**src/rtl/requant_pkg.sv**
```systemverilog
package requant_pkg;

  typedef enum logic [1:0] {
    MON_ORIG = 2'd0,
    MON_REQ  = 2'd1,
    MON_FILT = 2'd2
  } monSel_e;

  typedef struct packed {
    logic    load;
    monSel_e monSel;
  } dpCtrl_t;

endpackage

```
**src/rtl/requant_ctrl.sv**
```systemverilog
module requant_ctrl
  import requant_pkg::*;
(
  input  logic    sampleStrobe,
  input  logic    selFilter,
  input  logic    bypassBtn,
  output dpCtrl_t ctrl
);

  always_comb begin
    ctrl.load = sampleStrobe;
    if (bypassBtn)
      ctrl.monSel = MON_ORIG;
    else if (selFilter)
      ctrl.monSel = MON_FILT;
    else
      ctrl.monSel = MON_REQ;
  end

endmodule

```
**src/rtl/requant_dp.sv**
```systemverilog
module requant_dp
  import requant_pkg::*;
#(
  parameter int IN_W  = 24,
  parameter int Q_W   = 8,
  parameter int CNT_W = 3
) (
  input  logic             clk,
  input  logic             rstN,
  input  dpCtrl_t          ctrl,
  input  logic [IN_W-1:0]  origSample,
  input  logic [Q_W-1:0]   filterOut,
  input  logic [CNT_W-1:0] dropBits,
  input  logic             roundNearest,
  output logic [Q_W-1:0]   filterIn,
  output logic [IN_W-1:0]  monitorOut
);

  localparam int PAD_W = IN_W - Q_W;
  localparam logic [Q_W-1:0] MAX_POS = {1'b0, {(Q_W-1){1'b1}}};

  logic [Q_W-1:0] topVal;
  logic [Q_W-1:0] keepMask;
  logic [Q_W:0]   halfLsb;
  logic [Q_W:0]   roundSum;
  logic           roundOvf;
  logic [Q_W-1:0] truncVal;
  logic [Q_W-1:0] roundVal;
  logic [Q_W-1:0] quantVal;
  logic [IN_W-1:0] monNext;

  assign topVal   = origSample[IN_W-1 -: Q_W];
  assign keepMask = {Q_W{1'b1}} << dropBits;

  always_comb begin
    halfLsb = '0;
    if (dropBits != '0)
      halfLsb = (Q_W+1)'(1) << CNT_W'(dropBits - 1'b1);
  end

  // sign-extended add; overflow only possible upward since halfLsb >= 0
  assign roundSum = {topVal[Q_W-1], topVal} + halfLsb;
  assign roundOvf = roundSum[Q_W] != roundSum[Q_W-1];
  assign truncVal = topVal & keepMask;
  assign roundVal = roundOvf ? MAX_POS : (roundSum[Q_W-1:0] & keepMask);
  assign quantVal = roundNearest ? roundVal : truncVal;

  always_comb begin
    unique case (ctrl.monSel)
      MON_ORIG: monNext = origSample;
      MON_FILT: monNext = {filterOut, {PAD_W{1'b0}}};
      default:  monNext = {quantVal, {PAD_W{1'b0}}};
    endcase
  end

  always_ff @(posedge clk or negedge rstN) begin
    if (!rstN) begin
      filterIn   <= '0;
      monitorOut <= '0;
    end else if (ctrl.load) begin
      filterIn   <= quantVal;
      monitorOut <= monNext;
    end
  end

endmodule

```
**src/rtl/requant_monitor.sv**
```systemverilog
module requant_monitor
  import requant_pkg::*;
#(
  parameter int IN_W  = 24,
  parameter int Q_W   = 8,
  parameter int CNT_W = 3
) (
  input  logic             clk,
  input  logic             rstN,
  input  logic             sampleStrobe,
  input  logic [IN_W-1:0]  origSample,
  input  logic [Q_W-1:0]   filterOut,
  input  logic [CNT_W-1:0] dropBits,
  input  logic             roundNearest,
  input  logic             selFilter,
  input  logic             bypassBtn,
  output logic [Q_W-1:0]   filterIn,
  output logic [IN_W-1:0]  monitorOut
);

  dpCtrl_t ctrl;

  requant_ctrl i_ctrl (
    .sampleStrobe(sampleStrobe),
    .selFilter   (selFilter),
    .bypassBtn   (bypassBtn),
    .ctrl        (ctrl)
  );

  requant_dp #(.IN_W(IN_W), .Q_W(Q_W), .CNT_W(CNT_W)) i_dp (
    .clk         (clk),
    .rstN        (rstN),
    .ctrl        (ctrl),
    .origSample  (origSample),
    .filterOut   (filterOut),
    .dropBits    (dropBits),
    .roundNearest(roundNearest),
    .filterIn    (filterIn),
    .monitorOut  (monitorOut)
  );

endmodule

```
**config.mk**
```make
export PLATFORM = sky130hd
export DESIGN_NAME = requant_monitor
export DESIGN_NICKNAME = d
export VERILOG_FILES = /design/src/rtl/requant_pkg.sv /design/src/rtl/requant_ctrl.sv /design/src/rtl/requant_dp.sv /design/src/rtl/requant_monitor.sv
export SDC_FILE = /design/constraint.sdc
export NUM_CORES = 1
export LEC_CHECK = 0
export ABC_AREA = 1
export BUFFER_PORTS_ARGS = -buffer_cell sky130_fd_sc_hd__buf_2
export CAP_MARGIN = 5
export CORE_MARGIN = 5
export CORE_UTILIZATION = 53
export CTS_CLUSTER_SIZE = 16
export DETAILED_ROUTE_END_ITERATION = 8
export GPL_ROUTABILITY_DRIVEN = 0
export PLACE_DENSITY = 0.85
export SLEW_MARGIN = 20
export SYNTH_ARGS = -nofsm -noshare
export SYNTH_HDL_FRONTEND = slang
export SYNTH_SLANG_ARGS = --single-unit
```
**constraint.sdc**
```tcl
create_clock -name clk -period 0.9 [get_ports clk]
set_input_delay 0.09 -clock clk [delete_from_list [all_inputs] [get_ports clk]]
set_output_delay 0.09 -clock clk [all_outputs]
set_load 0.1 [all_outputs]
```
==> metrics.cfg, run 1 <==
[placed_design]
dpl_worst_slack_ns=-1.737
dp_hpwl_microns=5955
port_buffers=72

[synth]
async_reset_ff_share_pct=100.0
syn_nets=315
synth.top_cells.by_area=dfrtp_1 41%, nand2_1 17%, nand3_1 6.7%
seq_area_frac_synth_pct=41.03
synth_ff_type=dfrtp_1
yosysTopAreaCell=dfrtp_1
ys_warn_count=0
synthTopCellsByCount=88 x nand2_1, 32 x dfrtp_1, 26 x inv_1, 26 x nand3_1, 21 x nor2_1
syn_area_sq_um=1952
synth_cells=265
synth.most_common_cell=nand2_1
yosysUniqueCellTypes=35
synth_edf_count=0
avgSynthCellArea_sq_um=7.366
yosys_register_bits=32
yosysTopAreaCellShare_pct=41.03

[clocking]
numClockSinks=32
clockBufferDepth=2
cts_root_buf=clkbuf_8
htreeDepth=2
cts.hold.buffers_added=1
numCtsBuffers=5
cts_setup_buffers=11
ctsResizeCount=45

[floorplanning]
die_y_microns=70.69
die_width_microns=70.69
num_rows=22
start_util_pct=54.13
ioPinCount=73

[status]
status=aborted with a tool error
stop_stage=clock tree synthesis (4_1_cts)
tool.error=[ERROR DPL-0033] detailed placement checks failed during check placement.

logic make-up after synthesis:
logic type | count (synthesis) | share of synthesized area (%)
and+or+nand+nor | 146 | 31.60
buffers and inverters | 41 | 9.038
AOI/OAI and AO/OA | 35 | 11.54
DFF | 32 | 41.03
adders and majority gates | 9 | 6.154
xor gates and xnor gates | 1 | 0.4488
other | 1 | 0.1921
per-stage QoR:
step                area (sq um)  cells
floorplan                   2063    265
global placement            3161    407
detailed placement          3161    407
==> run 2, diff against run 1 <==
--- a/config.mk
+++ b/config.mk
@@ -9,11 +9,10 @@
 export BUFFER_PORTS_ARGS = -buffer_cell sky130_fd_sc_hd__buf_2
 export CAP_MARGIN = 5
 export CORE_MARGIN = 5
-export CORE_UTILIZATION = 53
-export CTS_CLUSTER_SIZE = 16
+export CORE_UTILIZATION = 40
 export DETAILED_ROUTE_END_ITERATION = 8
 export GPL_ROUTABILITY_DRIVEN = 0
-export PLACE_DENSITY = 0.85
+export PLACE_DENSITY_LB_ADDON = 0.15
 export SLEW_MARGIN = 20
 export SYNTH_ARGS = -nofsm -noshare
 export SYNTH_HDL_FRONTEND = slang
==> metrics.cfg, run 2 <==
[synth]
synth.top_cells.by_area=dfrtp_1 41%, nand2_1 17%, nand3_1 6.7%
seq_area_frac_synth_pct=41.03  ; unchanged
synth_cells=265  ; unchanged
yosys_register_bits=32  ; unchanged
async_reset_ff_share_pct=100.0  ; unchanged
syn_area_sq_um=1952  ; unchanged
synth.most_common_cell=nand2_1
synthTopCellsByCount=88 x nand2_1, 32 x dfrtp_1, 26 x inv_1, 26 x nand3_1, 21 x nor2_1
ys_warn_count=0  ; unchanged
syn_nets=315  ; unchanged
synth_ff_type=dfrtp_1
yosysTopAreaCell=dfrtp_1
yosysTopAreaCellShare_pct=41.03  ; unchanged
yosysUniqueCellTypes=35  ; unchanged
synth_edf_count=0  ; unchanged
avgSynthCellArea_sq_um=7.366  ; unchanged

[cells_and_area]
nFillCells=301
drive_gt1_share_pct=58.23
final_net_count=456
layout_commonest_cell=nand2_1
layout_common_cells=74 x nand2_1, 69 x buf_4, 37 x buf_2, 34 x buf_12, 30 x dfrtp_2
reg_top3=i_dp.monitorOut: 24 flops, i_dp.filterIn: 8 flops
largest_reg_flops=24
regMostFlops=i_dp.monitorOut
n_antenna_cell=0
synthToLayoutAreaGrowth_pct=97.31

[critical_path]
r2r_start=i_dp.filterIn[6]
endpoint=i_dp.monitorOut[20]
worst-r2r-cell-count=3
rrSetupSlack_ns=0.06
worstSetupPathType=in -> reg
cp_data_arrival_time_ns=2.40
r2r-end=i_dp.filterIn[6]
cp.required_ns=1.10
cp_max_fo=5
worstSetupStartpointType=primary input
crit_start=dropBits[1]
crit_path_end_kind=register

[power_and_ir_drop]
p_int_w=0.003595
ir_drop_v=0.0007045
clkPwrFrac_pct=19.4
p_leak_nw=1.905
power_density_nw_per_um2=1623
power_frac_comb_pct=51.7
p_seq_share_pct=28.9
switching_share_pct=42.47
p_switching_w=0.002655

[grt]
grt_use_total_pct=21.81
grt_pass1_vias=2434
antenna_found_initial=0
grt_remaining_overflow=0
grt_max_degree=35
grt_pass1_wl_microns=10820

[route]
wl_per_cell_microns=15.42
ant_nets=0
drc=0
wirelength_microns=7310
vias_per_cell=5.030
dr.first_iter.drc_count=146
vias=2384
first_pass_iters=4

[clocking]
numCtsBuffers=5  ; unchanged
clkLatencyLatePin_ns=0.28
clkTransAtPathRegs_ns=0.06
numClockSinks=32  ; unchanged
htreeDepth=2  ; unchanged
clockBufferDepth=2  ; unchanged
tritoncts=built
cts_root_buf=clkbuf_8

[timing]
skew_ns=0
min_period_ns=2.199
timing_hold_violations_final=0
final.setup.tns_ns=-21.17
slew_violations=0
timing.fmax_ghz=0.4547
final.setup.worst_slack_ns=-1.299
final-setup-viol-count=48
rsz0062_at_grt=yes
fin_crit_sh_pct=244.4
whs_ns=0.03379

[floorplanning]
num_rows=25  ; +14%
die_width_microns=79.86  ; +13%
start_util_pct=41.32  ; -13 points
coreArea_sq_um=4723
die_y_microns=79.86  ; +13%
ioPinCount=73  ; unchanged
dieArea_sq_um=6377

[placed_design]
port_buffers=72  ; unchanged
dp_hpwl_microns=4693  ; -21%

[run]
drv_cap=0

[status]
violations=negative setup slack
status=complete, but fails checks

[hold_path]
hold_class=in -> reg
min_path_cells=3

## run 2: cell type report
class | count | area (sq um) | share of cell area, %
multi-input combinational | 192 | 1230 | 31.94
sequential | 32 | 838.3 | 21.77
clock buffer | 8 | 100.1 | 2.599
inverter | 28 | 130.1 | 3.379
timing repair buffer | 147 | 1469 | 38.14
tap | 67 | 83.83 | 2.177
## run 2: power groups by stage
stage	logic [W]	registers, W	clock network [W]
2_1_floorplan	0.000556	0.00292	0
3_3_place_gp	0.00281	0.00182	0
3_5_place_dp	0.00284	0.00183	0
4_1_cts	0.00305	0.00181	0.00124
5_1_grt	0.00337	0.00182	0.00129
6_report	0.00323	0.00180	0.00121
## run 2: what timing repair did
| action | 4_1_cts | 5_1_grt |
|---|---|---|
| gates resized for setup | 40 | 23 |
| pin swaps | 30 | 27 |
| endpoints found under the setup margin | 48 | 48 |
| endpoints found under the hold margin | 32 | 0 |
| setup buffers | 28 | 7 |
| hold buffers | 1 | 0 |
## run 2: routing by layer
metal / track usage, % / vias to the layer above / wire (microns)
li1: - / 1144 / -
met2: 40.15 / 87 / 3887
met4: 12.16 / 0 / 246
met1: 23.20 / 1129 / 2850
met3: 3.950 / 24 / 325
met5: 0 / - / 0
## run 2: cells by family (layout without fill, tap and decap cells)
group,count (synthesis),in the layout,synth area share [%]
buf+inv,41,183,9.038
flops,32,32,41.03
simple gates,146,146,31.60
compound gates,35,35,11.54
xor+xnor,1,1,0.4488
other cells,1,1,0.1921
fa+ha+maj,9,9,6.154
## run 2: worst min-delay path by stage
stage                              start                  end  slack (ns)
after detailed placement            rstN   i_dp.monitorOut[4]        0.06
after floorplan                     rstN     i_dp.filterIn[0]       -0.21
after global routing      origSample[13]  i_dp.monitorOut[13]        0.03
final                     origSample[12]  i_dp.monitorOut[12]        0.03
after global placement              rstN   i_dp.monitorOut[4]        0.06
after CTS                 origSample[12]  i_dp.monitorOut[12]        0.03
## run 2: through the flow
| step | instances | instance area, sq um | total power [W] | setup WS, ns | utilization [%] |
|---|---|---|---|---|---|
| CTS | 467 | 3689 | 0.006096 | -1.127 | 78.09 |
| finish | 474 | 3851 | 0.006250 | -1.299 | 81.54 |
| floorplan | 265 | 2063 | 0.003478 | -1.295 | - |
| detailed placement | 430 | 3214 | 0.004672 | -1.700 | 68.05 |
| global placement | 430 | 3214 | 0.004630 | -1.601 | 68.05 |
| global route | 474 | 3851 | 0.006487 | -1.364 | 81.54 |
## run 2: critical path, stage by stage
cell	delay [ns]
buf_8	0.12
inv_8	0.06
nand2_4	0.06
nor2_4	0.12
inv_2	0.05
fa_2	0.35
inv_2	0.09
nand3_2	0.09
nand3_2	0.08
nand2_2	0.07
a21boi_2	0.19
nor2_2	0.08
nand2_1	0.09
nand2_2	0.07
ha_4	0.30
nand2_8	0.07
buf_4	0.15
nand2_2	0.07
nand2_2	0.05
a21oi_2	0.15
No activity file was read; power rests on OpenSTA's default activity.
==> run 3, diff against run 2 <==
--- a/config.mk
+++ b/config.mk
@@ -6,11 +6,11 @@
 export NUM_CORES = 1
 export LEC_CHECK = 0
 export ABC_AREA = 1
-export BUFFER_PORTS_ARGS = -buffer_cell sky130_fd_sc_hd__buf_2
 export CAP_MARGIN = 5
 export CORE_MARGIN = 5
 export CORE_UTILIZATION = 40
 export DETAILED_ROUTE_END_ITERATION = 8
+export DONT_BUFFER_PORTS = 1
 export GPL_ROUTABILITY_DRIVEN = 0
 export PLACE_DENSITY_LB_ADDON = 0.15
 export SLEW_MARGIN = 20
==> constraint.sdc (replaced) <==
create_clock -name clk -period 0.9 [get_ports clk]
set_input_delay 0.045 -clock clk [delete_from_list [all_inputs] [get_ports clk]]
set_output_delay 0.045 -clock clk [all_outputs]
set_load 0.1 [all_outputs]
==> metrics.cfg, run 3 (synthesis results as in run 2) <==
[timing]
rsz0062_at_grt=yes
skew_ns=0  ; unchanged
final.setup.worst_slack_ns=-0.9744  ; +0.3251 ns
max_slew_margin_pct=48.09
min_period_ns=1.874  ; -0.3251 ns
fin_crit_sh_pct=208.3  ; -36 points
slew_violations=0  ; unchanged
whs_ns=-0.1406  ; -0.1744 ns
timing_hold_violations_final=30  ; +30
tightest_slew_ns=0.7787
final.setup.tns_ns=-14.99  ; +6.185 ns
timing.fmax_ghz=0.5335  ; +17%
final-setup-viol-count=48  ; unchanged

[power_and_ir_drop]
switching_share_pct=42.31  ; -0.16 points
p_seq_share_pct=31.2  ; +2.3 points
power_density_nw_per_um2=1680  ; +3.5%
p_int_w=0.003338  ; -7.2%
p_switching_w=0.002448  ; -7.8%
clkPwrFrac_pct=19.4  ; about the same
p_leak_nw=1.649  ; -13%
ir_drop_v=0.0006683  ; -5.2%
power_frac_comb_pct=49.4  ; -2.3 points

[run]
drv_cap=0  ; unchanged

[critical_path]
worst-r2r-cell-count=3  ; unchanged
rrSetupSlack_ns=0.09  ; +0.03 ns
cp_max_fo=8  ; +3
cp_data_arrival_time_ns=2.08  ; -0.32 ns
endpoint=i_dp.monitorOut[17]
worstSetupPathType=in -> reg
cp.required_ns=1.10  ; about the same
worstSetupStartpointType=primary input
r2r_start=i_dp.filterIn[6]
crit_start=dropBits[2]
r2r-end=i_dp.filterIn[6]
crit_path_end_kind=register

[route]
first_pass_iters=4  ; unchanged
wl_per_cell_microns=14.75  ; -4.4%
dr.first_iter.drc_count=92  ; -37%
drc=0  ; unchanged
vias=2058  ; -14%
ant_nets=0  ; unchanged
vias_per_cell=4.947  ; -1.6%
wirelength_microns=6134  ; -16%

[grt]
grt_max_degree=36  ; +2.9%
antenna_found_initial=0  ; unchanged
grt_pass1_vias=1988  ; -18%
grt_pass1_wl_microns=9577  ; -11%
grt_use_total_pct=19.45  ; -2.4 points
grt_remaining_overflow=0  ; unchanged

[cells_and_area]
largest_reg_flops=24  ; unchanged
drive_gt1_share_pct=42.12  ; -16 points
regMostFlops=i_dp.monitorOut
layout_commonest_cell=nand2_1
synthToLayoutAreaGrowth_pct=76.47
multi_input_area_sq_um=1166  ; -5.2%
reg_top3=i_dp.monitorOut: 24 flops, i_dp.filterIn: 8 flops
n_antenna_cell=0  ; unchanged
layout_common_cells=78 x nand2_1, 32 x buf_12, 32 x buf_4, 30 x dfrtp_2, 22 x nand3_1
final_net_count=398  ; -13%
utilization_pct=72.93  ; -8.6 points
nFillCells=361  ; +20%
area.sequential_sq_um=838.3  ; unchanged

[floorplanning]
coreArea_sq_um=4723  ; unchanged
start_util_pct=41.32  ; unchanged
die_width_microns=79.86  ; unchanged
die_y_microns=79.86  ; unchanged
num_rows=25  ; unchanged
dieArea_sq_um=6377  ; unchanged
ioPinCount=73  ; unchanged

[clocking]
clkLatencyLatePin_ns=0.28  ; about the same
cts_root_buf=clkbuf_8
numCtsBuffers=5  ; unchanged
clockBufferDepth=2  ; unchanged
htreeDepth=2  ; unchanged
clkTransAtPathRegs_ns=0.06  ; about the same
numClockSinks=32  ; unchanged
cts.hold.buffers_added=23  ; +22
tritoncts=built

[placed_design]
dp_hpwl_microns=4249  ; -9.4%
dpl_worst_slack_ns=-1.453  ; +0.2475 ns
port_buffers=0  ; -100%

[hold_path]
hold_class=in -> reg

[status]
violations=negative hold slack, negative setup slack
status=complete, but fails checks

[run 3: cell types whose count changed in the layout (fill, tap and decap cells not counted), moves of 3 or more]
cell and delta:
ha_4 -4, buf_2 -37, nand2_2 -4, nand2_1 +4, ha_1 +4, nor2_1 +3, buf_4 -37, dlygate4sd3_1 +20
[run 3: timing repair]
item	in CTS	in global routing
setup buffers	12	2
cloned	0	0
gates resized for setup	53	20
hold endpoints to repair	63	30
pin swaps	25	16
endpoints found under the setup margin	48	64
[run 3: power by group through the flow]
stage / logic, W / clock network (W) / registers [W]
2_1_floorplan: 0.000556 / 0 / 0.00292
3_3_place_gp: 0.00238 / 0 / 0.00178
3_5_place_dp: 0.00239 / 0 / 0.00179
4_1_cts: 0.00277 / 0.00116 / 0.00180
5_1_grt: 0.00298 / 0.00123 / 0.00182
6_report: 0.00286 / 0.00112 / 0.00181
[run 3: routing by layer]
metal  routed length, microns  track usage [%]  vias to the layer above
met4                       80            6.757                        0
li1                         -                -                     1025
met5                        0                0                        -
met2                     3258            34.89                       66
met3                      365            4.515                        6
met1                     2428            22.54                      961
[run 3: critical path: stages]
cell,delay [ns]
nor3_4,0.20
inv_2,0.06
fa_2,0.35
inv_2,0.09
nand3_4,0.08
nand3_2,0.07
nand2_2,0.06
a21boi_2,0.16
nor2_1,0.05
nand2_1,0.07
nand2_2,0.07
ha_4,0.29
nand2_4,0.07
buf_6,0.12
o311ai_4,0.07
nand2_1,0.08
a21oi_1,0.13
[run 3: worst min path at each step]
stage                       from                  to  slack, ns  cells past startpoint
CTS                 sampleStrobe    i_dp.filterIn[4]      -0.14                      1
detailed placement          rstN  i_dp.monitorOut[0]      -0.25                      0
global placement            rstN  i_dp.monitorOut[4]      -0.25                      0
global route        sampleStrobe    i_dp.filterIn[4]      -0.15                      1
floorplan                   rstN    i_dp.filterIn[0]      -0.25                      0
finish              sampleStrobe    i_dp.filterIn[4]      -0.14                      1
[run 3: layout make-up]
cell class / instances / share of cell area, %
Clock buffer: 8 / 2.615
Inverter: 28 / 3.632
Multi-Input combinational cell: 192 / 33.85
Sequential cell: 32 / 24.34
Tap cell: 67 / 2.434
Timing Repair Buffer: 89 / 33.13
[run 3: through the flow]
step	cells	power [W]	instance area, sq um
after floorplan	265	0.003478	2063
after global placement	371	0.004155	2709
after detailed placement	371	0.004179	2709
after CTS	414	0.005718	3351
after global routing	416	0.006036	3445
final	416	0.005787	3445
